### config.mk
export PLATFORM = sky130hd
export DESIGN_NAME = sat_alu
export DESIGN_NICKNAME = d
export VERILOG_FILES = /design/src/rtl/sat_alu_pkg.sv /design/src/rtl/sat_alu_decode.sv /design/src/rtl/sat_alu_arith.sv /design/src/rtl/sat_alu_clamp.sv /design/src/rtl/sat_alu.sv
export SDC_FILE = /design/constraint.sdc
export NUM_CORES = 1
export LEC_CHECK = 0
export ABC_AREA = 1
export BUFFER_PORTS_ARGS = -buffer_cell sky130_fd_sc_hd__clkbuf_2
export CORE_ASPECT_RATIO = 2
export CORE_MARGIN = 2
export CORE_UTILIZATION = 45
export DETAILED_ROUTE_END_ITERATION = 10
export PLACE_DENSITY = 0.71
export SLEW_MARGIN = 10
export SYNTH_ARGS = -nofsm -noshare
export SYNTH_HDL_FRONTEND = slang
export SYNTH_HIERARCHICAL = 1
export SYNTH_SLANG_ARGS = --single-unit
### constraint.sdc
create_clock -name clk_i -period 0.8 [get_ports clk_i]
set_clock_uncertainty 0.1 [all_clocks]
set_input_delay 0.2 -clock clk_i [delete_from_list [all_inputs] [get_ports clk_i]]
set_output_delay 0.2 -clock clk_i [all_outputs]
set_load 0.01 [all_outputs]
### src/rtl/sat_alu_pkg.sv
package sat_alu_pkg;
  localparam int unsigned OP_W = 6;
  typedef logic [OP_W-1:0] op_t;

  localparam op_t OP_ADD  = 6'b000000;
  localparam op_t OP_ADDC = 6'b000001;
  localparam op_t OP_SUB  = 6'b001010;
  localparam op_t OP_SUBC = 6'b001011;
  localparam op_t OP_INCY = 6'b000101;
  localparam op_t OP_DECY = 6'b000111;

  localparam op_t OP_PASS = 6'b100000;
  localparam op_t OP_NOTY = 6'b110000;
  localparam op_t OP_AND  = 6'b100001;
  localparam op_t OP_ANDN = 6'b101001;
  localparam op_t OP_NAND = 6'b110001;
  localparam op_t OP_OR   = 6'b100010;
  localparam op_t OP_ORN  = 6'b101010;
  localparam op_t OP_NOR  = 6'b110010;
  localparam op_t OP_XOR  = 6'b100011;
  localparam op_t OP_XNOR = 6'b110011;

  typedef enum logic [1:0] {LF_PASS = 2'd0, LF_AND = 2'd1, LF_OR = 2'd2, LF_XOR = 2'd3} lfn_e;

  typedef struct packed {
    logic legal;
    logic is_logic;
    logic use_x;    // X participates in the sum
    logic sub_x;    // X is subtracted
    logic cin_pos;  // +C
    logic cin_neg;  // -C
    logic inv_x;
    logic inv_out;
    lfn_e lfn;
  } dec_t;
endpackage

### src/rtl/sat_alu_decode.sv
module sat_alu_decode
  import sat_alu_pkg::*;
(
  input  op_t  op_i,
  output dec_t dec_o
);
  always_comb begin
    dec_o = '0;
    dec_o.lfn = LF_PASS;
    unique case (op_i)
      OP_ADD:  begin dec_o.legal = 1'b1; dec_o.use_x = 1'b1; end
      OP_ADDC: begin dec_o.legal = 1'b1; dec_o.use_x = 1'b1; dec_o.cin_pos = 1'b1; end
      OP_SUB:  begin dec_o.legal = 1'b1; dec_o.use_x = 1'b1; dec_o.sub_x = 1'b1; end
      OP_SUBC: begin dec_o.legal = 1'b1; dec_o.use_x = 1'b1; dec_o.sub_x = 1'b1; dec_o.cin_neg = 1'b1; end
      OP_INCY: begin dec_o.legal = 1'b1; dec_o.cin_pos = 1'b1; end
      OP_DECY: begin dec_o.legal = 1'b1; dec_o.cin_neg = 1'b1; end
      OP_PASS, OP_NOTY, OP_AND, OP_ANDN, OP_NAND,
      OP_OR, OP_ORN, OP_NOR, OP_XOR, OP_XNOR: begin
        dec_o.legal    = 1'b1;
        dec_o.is_logic = 1'b1;
        dec_o.inv_out  = op_i[4];
        dec_o.inv_x    = op_i[3];
        dec_o.lfn      = lfn_e'(op_i[1:0]);
      end
      default: dec_o = '0;
    endcase
  end
endmodule

### src/rtl/sat_alu_arith.sv
module sat_alu_arith
  import sat_alu_pkg::*;
#(
  parameter int unsigned DATA_W = 56,
  parameter int unsigned TAP_LO = 37,
  parameter int unsigned TAP_HI = 49,
  localparam int unsigned EXT_W = DATA_W + 2
) (
  input  logic [DATA_W-1:0]       a_i,     // Y role
  input  logic [DATA_W-1:0]       b_i,     // X role
  input  logic                    c_i,
  input  logic                    signed_i,
  input  dec_t                    dec_i,
  output logic signed [EXT_W-1:0] exact_o,
  output logic [DATA_W-1:0]       logic_o,
  output logic                    cy_lo_o,
  output logic                    cy_hi_o
);
  logic signed [EXT_W-1:0] ea, eb, xterm, cpos, cneg;
  logic [DATA_W-1:0] bop, lx, lres;
  logic k;

  always_comb begin
    ea    = signed_i ? {{2{a_i[DATA_W-1]}}, a_i} : {2'b00, a_i};
    eb    = signed_i ? {{2{b_i[DATA_W-1]}}, b_i} : {2'b00, b_i};
    xterm = dec_i.use_x ? (dec_i.sub_x ? -eb : eb) : '0;
    cpos  = {{(EXT_W-1){1'b0}}, c_i & dec_i.cin_pos};
    cneg  = {{(EXT_W-1){1'b0}}, c_i & dec_i.cin_neg};
    exact_o = ea + xterm + cpos - cneg;
  end

  // Adder view for the carry taps
  always_comb begin
    if (dec_i.use_x) bop = dec_i.sub_x ? ~b_i : b_i;
    else             bop = dec_i.cin_neg ? '1 : '0;
    if (dec_i.cin_neg)                   k = ~c_i;
    else if (dec_i.use_x && dec_i.sub_x) k = 1'b1;
    else                                 k = c_i & dec_i.cin_pos;
  end

  logic [1:0] cy;
  for (genvar g = 0; g < 2; g++) begin : g_tap
    localparam int unsigned TP = (g == 0) ? TAP_LO : TAP_HI;
    logic [TP+1:0] psum;
    assign psum  = {1'b0, a_i[TP:0]} + {1'b0, bop[TP:0]} + {{(TP+1){1'b0}}, k};
    assign cy[g] = psum[TP+1];
  end
  assign cy_lo_o = cy[0];
  assign cy_hi_o = cy[1];

  always_comb begin
    lx = dec_i.inv_x ? ~b_i : b_i;
    unique case (dec_i.lfn)
      LF_AND:  lres = a_i & lx;
      LF_OR:   lres = a_i | lx;
      LF_XOR:  lres = a_i ^ lx;
      default: lres = a_i;
    endcase
    logic_o = dec_i.inv_out ? ~lres : lres;
  end
endmodule

### src/rtl/sat_alu_clamp.sv
module sat_alu_clamp #(
  parameter int unsigned DATA_W   = 56,
  parameter int unsigned RANK_W   = 6,
  parameter int unsigned MAX_RANK = 55,
  localparam int unsigned EXT_W   = DATA_W + 2
) (
  input  logic signed [EXT_W-1:0] exact_i,
  input  logic [RANK_W-1:0]       rank_i,
  input  logic                    signed_i,
  input  logic                    sat_en_i,
  output logic [DATA_W-1:0]       z_o,
  output logic                    oor_o
);
  localparam logic signed [EXT_W-1:0] ONE = EXT_W'(1);

  logic [RANK_W-1:0] rank_eff;
  logic [RANK_W:0]   shamt;
  logic signed [EXT_W-1:0] hi, lo;
  logic above, below;

  always_comb begin
    rank_eff = (rank_i > RANK_W'(MAX_RANK)) ? RANK_W'(MAX_RANK) : rank_i;
    shamt    = {1'b0, rank_eff} + {{RANK_W{1'b0}}, ~signed_i};
    hi       = (ONE <<< shamt) - ONE;
    lo       = signed_i ? -(ONE <<< rank_eff) : '0;
    above    = exact_i > hi;
    below    = exact_i < lo;
    oor_o    = above | below;
    if (sat_en_i && above)      z_o = hi[DATA_W-1:0];
    else if (sat_en_i && below) z_o = lo[DATA_W-1:0];
    else                        z_o = exact_i[DATA_W-1:0];
  end
endmodule

### src/rtl/sat_alu.sv
module sat_alu
  import sat_alu_pkg::*;
#(
  parameter int unsigned DATA_W   = 56,
  parameter int unsigned TAP_LO   = 37,
  parameter int unsigned TAP_HI   = 49,
  parameter int unsigned OPBUS_W  = 18,
  parameter int unsigned RANK_W   = 6,
  parameter int unsigned MAX_RANK = 55,
  localparam int unsigned EXT_W   = DATA_W + 2
) (
  input  logic               clk_i,
  input  logic               rst_ni,
  input  logic               we_i,
  input  logic               rz_i,
  input  logic [DATA_W-1:0]  x_i,
  input  logic [DATA_W-1:0]  y_i,
  input  logic               ci_i,
  input  logic               cci_i,
  input  logic [OPBUS_W-1:0] opd_bus_i,
  input  logic [OP_W-1:0]    cfg_op_i,
  input  logic               cfg_dyn_op_i,
  input  logic               cfg_swap_i,
  input  logic               cfg_cci_sel_i,
  input  logic               cfg_signed_i,
  input  logic               cfg_sat_en_i,
  input  logic [RANK_W-1:0]  cfg_rank_i,
  input  logic               cfg_co_hi_i,
  output logic [DATA_W-1:0]  z_o,
  output logic               ovf_o,
  output logic               co_o,
  output logic               co37_o,
  output logic               co49_o
);
  op_t  op;
  dec_t dec;
  logic [DATA_W-1:0] opa, opb, logic_res, clamp_z, z_d;
  logic signed [EXT_W-1:0] exact;
  logic cin, cy_lo, cy_hi, oor, arith_ok;

  assign op  = cfg_dyn_op_i ? opd_bus_i[OP_W-1:0] : cfg_op_i;
  assign opa = cfg_swap_i ? x_i : y_i;
  assign opb = cfg_swap_i ? y_i : x_i;
  assign cin = cfg_cci_sel_i ? cci_i : ci_i;

  sat_alu_decode u_dec (.op_i(op), .dec_o(dec));

  sat_alu_arith #(.DATA_W(DATA_W), .TAP_LO(TAP_LO), .TAP_HI(TAP_HI)) u_arith (
    .a_i(opa), .b_i(opb), .c_i(cin), .signed_i(cfg_signed_i), .dec_i(dec),
    .exact_o(exact), .logic_o(logic_res), .cy_lo_o(cy_lo), .cy_hi_o(cy_hi)
  );

  sat_alu_clamp #(.DATA_W(DATA_W), .RANK_W(RANK_W), .MAX_RANK(MAX_RANK)) u_clamp (
    .exact_i(exact), .rank_i(cfg_rank_i), .signed_i(cfg_signed_i),
    .sat_en_i(cfg_sat_en_i), .z_o(clamp_z), .oor_o(oor)
  );

  assign arith_ok = dec.legal & ~dec.is_logic;

  always_comb begin
    if (!dec.legal)       z_d = '0;
    else if (dec.is_logic) z_d = logic_res;
    else                   z_d = clamp_z;
  end

  always_ff @(posedge clk_i or negedge rst_ni) begin
    if (!rst_ni)    z_o <= '0;
    else if (rz_i)  z_o <= '0;
    else if (we_i)  z_o <= z_d;
  end

  always_ff @(posedge clk_i or negedge rst_ni) begin
    if (!rst_ni) begin
      ovf_o  <= 1'b0;
      co37_o <= 1'b0;
      co49_o <= 1'b0;
      co_o   <= 1'b0;
    end else if (we_i) begin
      ovf_o  <= arith_ok & oor;
      co37_o <= arith_ok & cy_lo;
      co49_o <= arith_ok & cy_hi;
      co_o   <= arith_ok & (cfg_co_hi_i ? cy_hi : cy_lo);
    end
  end

  AST_FREEZE: assert property (@(posedge clk_i) disable iff (!rst_ni)
    (!we_i && !rz_i) |=> ($stable(z_o) && $stable(ovf_o) && $stable(co_o)));
  AST_RZ_CLEAR: assert property (@(posedge clk_i) disable iff (!rst_ni)
    rz_i |=> (z_o == '0));
  AST_RZ_KEEPS_FLAGS: assert property (@(posedge clk_i) disable iff (!rst_ni)
    (rz_i && !we_i) |=> ($stable(ovf_o) && $stable(co37_o) && $stable(co49_o)));
  AST_ILLEGAL_ZERO: assert property (@(posedge clk_i) disable iff (!rst_ni)
    (we_i && !dec.legal) |=> (z_o == '0 && !ovf_o && !co37_o && !co49_o));
  AST_CO_SELECT: assert property (@(posedge clk_i) disable iff (!rst_ni)
    we_i |=> (co_o == ($past(cfg_co_hi_i) ? co49_o : co37_o)));
  AST_LOGIC_NO_OVERFLOW: assert property (@(posedge clk_i) disable iff (!rst_ni)
    (we_i && dec.legal && dec.is_logic) |=> !ovf_o);
endmodule

Word level (Yosys, flattened, before mapping)
Index checks and enable logic that the tools add are counted.
{ "totals": {"memories": 0, "elab_cells": 98, "romBits": 0, "out_inout_bits": 60, "ramBits": 0, "latch_bits": 0, "inputBits": 154, "reg_bits": 60} }
{ "classes": {"add_sub_neg": 11, "mul": 0, "div_mod_pow": 0, "n_eq_ne": 18, "n_bitwise": 16, "reduce_logical": 11, "shift": 2, "n_mux": 32, "order_cmp": 3} }
{ "ops": {"columns": ["operator", "n"], "rows": [
  ["2-to-1 mux 56 bit", 10],
  ["2-to-1 mux 58 bit", 5],
  ["one-hot mux 56 bit (3 select lines)", 1],
  ["2-to-1 mux 50 bit", 3],
  ["negation 58 bit", 2],
  ["NOT 56 bit", 2],
  ["equality test 6 bit, second input constant", 10],
  ["adder 58 x 2 -> 58 bit", 1],
  ["adder 58 bit", 1],
  ["> comparator 58 bit", 1],
  ["less-than comparator 58 bit", 1],
  ["<<< shifter 1 x 6 -> 58 bit, first input constant", 1],
  ["<<< shifter 2 x 7 -> 58 bit, first input constant", 1],
  ["subtractor 58 x 2 -> 58 bit", 1],
  ["subtractor 58 x 2 -> 58 bit, second input constant", 1],
  ["bitwise AND 56 bit", 1],
  ["OR 56 bit", 1],
  ["bitwise XOR 56 bit", 1],
  ["adder 50 x 50 -> 51 bit", 1],
  ["adder 51 x 1 -> 51 bit", 1],
  ["adder 38 x 38 -> 39 bit", 1],
  ["adder 39 x 1 -> 39 bit", 1],
  ["OR reduction 16 bit", 1],
  ["equality test 6 x 3 -> 1 bit, second input constant", 2],
  ["other kinds (18)", 42]
]} }

Depth between registers and ports, before layout
{ "depth": {"word_depth": 17, "ltp_mapped": 54, "ltp_nobuf": 50} }

By module
The synthesis kept the hierarchy.
{ "by_module_without_submodules": {"columns": ["module", "area_per_inst_um2", "n_inst", "seq_area_each_um2", "cells_per_inst"], "rows": [
  ["sat_alu_arith", 14168.6, 1, 0.0, 2517],
  ["sat_alu_clamp", 9306.4, 1, 0.0, 1865],
  ["sat_alu", 4428.0, 1, 1501.4, 769],
  ["sat_alu_decode", 146.4, 1, 0.0, 33]
]} }

Worst setup path after synthesis
Ideal clock, no wire load.
{ "synth_path": {"path_kind": "in2reg", "start": "input port cfg_dyn_op_i", "end": "register z_o[47]", "path_stages": 43, "path_buffers": 5, "setup_time_ps": 66, "arrival_time_ps": 5587, "setup_slack_ps": -4953, "required_ps": 634, "path_cell_list": "clkbuf_1 -> o21ai_0 -> inv_2 -> nor2_2 -> inv_1 -> nor2_1 -> buf_2 -> clkbuf_1 -> nand2_1 -> a21oi_1 -> o21ai_0 -> ha_1 -> inv_1 -> ha_1 -> or2_0 -> and2_1 -> nand2_1 -> nand2_1 -> [7 not listed] -> or3_1 -> nor2_1 -> nand2_1 -> nand2_1 -> nor2_1 -> nand2_1 -> nand2_1 -> nand2_1 -> buf_2 -> buf_1 -> nand3_1 -> nand2_1 -> nand2_1 -> nand2_1 -> nand2_1 -> nand2_1 -> nand2_1 -> nand2_1"} }
{ "synth_rtl": {"columns": ["item", "line_no", "text"], "rows": [
  ["from (decl)", "sat_alu.sv:22", "input logic cfg_dyn_op_i,"],
  ["to (signal assigned)", "sat_alu.sv:69", "else if (we_i) z_o <= z_d;"],
  ["to (decl)", "sat_alu.sv:29", "output logic [DATA_W-1:0] z_o,"]
]} }

Worst setup path in the final report
{ "layout_path": {"start": "input port cfg_swap_i", "end": "register z_o[38]"} }
{ "layout_via": {"elab_chain_cells": 16, "elab_cells_between_ends": 28, "cone_classes": "4 x add/sub; 2 x order compare; 15 x mux; 5 x bitwise; 2 x reduce/logical"} }
{ "layout_rtl": {"columns": ["item", "line_no", "text"], "rows": [
  ["from (decl)", "sat_alu.sv:23", "input logic cfg_swap_i,"],
  ["2-to-1 mux 56 bit *", "sat_alu.sv:43", "assign opb = cfg_swap_i ? y_i : x_i;"],
  ["via opb[11]", "sat_alu.sv:37", "logic [DATA_W-1:0] opa, opb, logic_res, clamp_z, z_d;"],
  ["2-to-1 mux 58 bit *", "sat_alu_arith.sv:25", "eb = signed_i ? {{2{b_i[DATA_W-1]}}, b_i} : {2'b00, b_i};"],
  ["negation 58 bit", "sat_alu_arith.sv:26", "xterm = dec_i.use_x ? (dec_i.sub_x ? -eb : eb) : '0;"],
  ["2-to-1 mux 58 bit * (2 in a row)", "sat_alu_arith.sv:26", null],
  ["adder 58 bit *", "sat_alu_arith.sv:29", "exact_o = ea + xterm + cpos - cneg;"],
  ["adder 58 x 2 -> 58 bit *", "sat_alu_arith.sv:29", null],
  ["subtractor 58 x 2 -> 58 bit *", "sat_alu_arith.sv:29", null],
  ["via exact[34]", "sat_alu.sv:38", "logic signed [EXT_W-1:0] exact;"],
  ["[1 not listed]", null, null],
  ["logical AND 1 bit", "sat_alu_clamp.sv:30", "else if (sat_en_i && below) z_o = lo[DATA_W-1:0];"],
  ["2-to-1 mux 56 bit", "sat_alu_clamp.sv:30", null],
  ["2-to-1 mux 56 bit *", "sat_alu_clamp.sv:29", "if (sat_en_i && above) z_o = hi[DATA_W-1:0];"],
  ["via clamp_z[38]", "sat_alu.sv:37", null],
  ["2-to-1 mux 56 bit *", "sat_alu.sv:62", "else if (dec.is_logic) z_d = logic_res;"],
  ["2-to-1 mux 56 bit *", "sat_alu.sv:61", "if (!dec.legal) z_d = '0;"],
  ["2-to-1 mux 56 bit *", "sat_alu.sv:69", null],
  ["2-to-1 mux 56 bit *", "sat_alu.sv:68", "else if (rz_i) z_o <= '0;"]
]} }
Mark *: on every way through the listed nets, which the timed path passes. The rest lies on a longest branch. The select of a mux whose other input is x is not followed.
A chain may end at the register's enable or synchronous reset.

==> run_results.csv <==
group,metric,value,unit
cells_and_area,multi_input_area,26500,sq um
setup_path,critPathRequiredTime,1.05,ns
timing,holdWs,0.0394,ns
timing,tns,-347.11,ns
global_routing,overflow,0,
cells_and_area,regArea,1500,sq um
synth,netlist_area,28000,sq um
route,drt_iter0_drc,2807,
synth,syn_area_per_cell,5.41,sq um
cells_and_area,layout_common_cells,"1469 x nand2_1, 1351 x buf_4, 682 x inv_1, 427 x nor2_1, 322 x ha_1",
global_routing,grt_max_degree,49,
run_status,status,"finished, violations left",
route,post_drt_via_cell_ratio,5.63,
synth,synth_edf_count,0,
synth,ys.flop_type,"dfrtp_1",
timing,rsz0062_at_grt,"yes",
route,routedWlPerCell,22.0,um
cells_and_area,drive_gt1_frac,0.377,
timing,period_share,8.12,
synth,yosysSeqAreaShare,0.0535,
worst_hold_path,min_path_type,"in -> reg",
route,wl,165,mm
setup_path,crit_type,"in -> reg",
timing,tightest_slew,1.13,ns
cells_and_area,n_fill_cell,5237,
route,vias,42200,
route,firstDrtPassIters,6,
setup_path,crit_fanout,7,
clocking,clk_latency,0.38,ns
synth,yosys.cell_types.count,62,
floorplanning,die_height,357,um
synth,async_reset_ff_frac,1.00,
timing,finalHoldViolations,0,
place,io_buffers,201,
clocking,cts-buffers-inserted,9,
floorplanning,rows,129,
timing,setup_viol,120,
synth,syn-num-nets,5735,
setup_path,r2r_slack,-0.03,ns
clocking,clk_pin_slew,0.08,ns
flow_run,cap_violations,0,
floorplanning,fp.dieArea,64500,sq um
floorplanning,start_util,0.454,
cells_and_area,nets,7245,
power_and_ir_drop,powerDensity,1770,nW/um^2
global_routing,grt_usage,0.480,
floorplanning,core,61800,sq um
synth,ys_ff_latch,60,
clocking,cts_root_buffer,"clkbuf_16",
timing,final.min_clock_period,6.50,ns
timing,fmax,154,MHz
power_and_ir_drop,ir_drop,0.00127,V
timing,worst_slack,-5.70,ns
place,gp_congestion,1.09,
cells_and_area,area_growth,63.6,%
global_routing,antenna_found_initial,6,
setup_path,cp_common_cell,"nand2_1",
cells_and_area,mostFrequentLayoutCell,"nand2_1",
setup_path,crit_slowest_cell,"o21ai_1",
place,place_inst,7302,
setup_path,cp.arrival,6.75,ns
timing,slew_headroom,0.242,
floorplanning,dieWidth,181,um
global_routing,grt_pass1_wl,234,mm
place,hpwl,128,mm
setup_path,cp-start-kind,"input port",
power_and_ir_drop,p_leak,25.3,nW
setup_path,critPathCaptureType,"flop",
cells_and_area,fin_cells,7487,
run_status,violations,"negative setup slack",
floorplanning,io-pin-count,214,
clocking,cts.sinks,60,
route,route.detailed.drc,0,
timing,drv_slew,0,
clocking,h-tree-depth,3,
clocking,clockBufferDepth,2,
global_routing,grt_pass1_vias,41600,
route,antenna_left,0,
synth,synth_cells,5184,
setup_path,slowest_delay,0.52,ns
clocking,cts_tree,"built",
synth,yosysWarnings,6,
## worst max-delay path: cells and delay by family
family,cells,cell delay (ns)
buf+inv,10,1.40
fa+ha+maj,3,0.86
compound gates,2,0.57
simple gates,25,3.52
xor+xnor,1,0.13
## metal layers
metal,part of all wire,global-route usage,vias up
met5,0.00089,0.0111,-
met3,0.079,0.124,1146
met2,0.46,0.826,2217
met1,0.30,0.404,19200
li1,-,-,19600
met4,0.16,0.609,8
## sequential cells by signal, summed over array words and instances (netlist names)
name    count
z_o        56
co37_o      1
co49_o      1
co_o        1
ovf_o       1
## cell usage after synthesis (14+ instances only)
cell	count	area (sq um)
buf_4	20	150
dfrtp_1	60	1500
nand4_1	89	557
nor3_1	52	260
nor2_2	22	138
xor2_1	116	1020
a21oi_1	253	1270
o21bai_1	23	173
nand3_1	360	1800
inv_2	15	56.3
inv_1	746	2800
nand2_2	20	125
ha_1	395	4940
xnor2_1	67	587
o21ai_1	28	140
nand2_1	1652	6200
o311ai_0	56	490
nor2_4	14	158
o21ai_0	306	1530
nor2_1	581	2180
nand3b_1	18	135
clkbuf_1	90	338
buf_2	58	290
o211ai_1	14	105
## area by class of cell
| class | count | share of cell area |
|---|---|---|
| Multi-Input combinational cell | 4162 | 0.578 |
| Timing Repair Buffer | 1689 | 0.297 |
| Inverter | 771 | 0.0637 |
| Sequential cell | 60 | 0.0328 |
| Tap cell | 786 | 0.0214 |
| Clock buffer | 11 | 0.00507 |
| Clock inverter | 5 | 0.00115 |
| Timing Repair inverter | 1 | 0.000436 |
| Antenna cell | 2 | 0.000109 |
## logic make-up (layout without fill, tap and decap cells)
| kind of cell | count (synthesis) | after routing | share of synthesized area |
|---|---|---|---|
| other | 0 | 2 | 0 |
| flip-flops | 60 | 60 | 0.0535 |
| buffers and inverters | 962 | 2477 | 0.137 |
| AND/OR/NAND/NOR | 2864 | 2864 | 0.430 |
| AO/OA/AOI/OAI | 714 | 714 | 0.142 |
| adder cells (fa/ha/maj) | 397 | 397 | 0.178 |
| XOR/XNOR | 187 | 187 | 0.0603 |
## final timing paths
check,startpoint,to,cells past startpoint
worst max-delay path,cfg_swap_i,z_o[38],41
worst min-delay path,cfg_co_hi_i,co_o,5
max in group asynchronous,rst_ni,z_o[8],3
min in group asynchronous,rst_ni,z_o[48],3
worst max register to register,z_o[30],z_o[30],2
worst min register to register,z_o[5],z_o[5],2
## repair_timing
| action | CTS | global route |
|---|---|---|
| pin swaps | 211 | 144 |
| gates resized for setup | 598 | 293 |
| hold endpoints to repair | 60 | 0 |
| hold buffers | 1 | 0 |
| gates cloned | 17 | 9 |
| buffers inserted | 101 | 49 |
| setup endpoints to repair | 120 | 120 |
## report_power, final
part	leakage, nW	switching (mW)	total (mW)	internal (mW)
clock	0.139	1.87	4.27	2.40
sequential	0.829	0.262	3.58	3.32
combinational	24.4	41.8	73.5	31.6
total	25.3	43.9	81.3	37.4
## through the flow
step | power [mW] | util | cell area, sq um | setup WS [ns]
5_1_grt | 85.7 | 0.742 | 45900 | -6.08
4_1_cts | 72.5 | 0.715 | 44200 | -5.14
2_1_floorplan | 33.1 | - | 29100 | -4.53
6_report | 81.3 | 0.742 | 45900 | -5.70
3_5_place_dp | 59.0 | 0.653 | 40300 | -6.81
3_3_place_gp | 58.4 | 0.653 | 40300 | -6.74
Note: power is estimated with default switching activity, not from simulation.
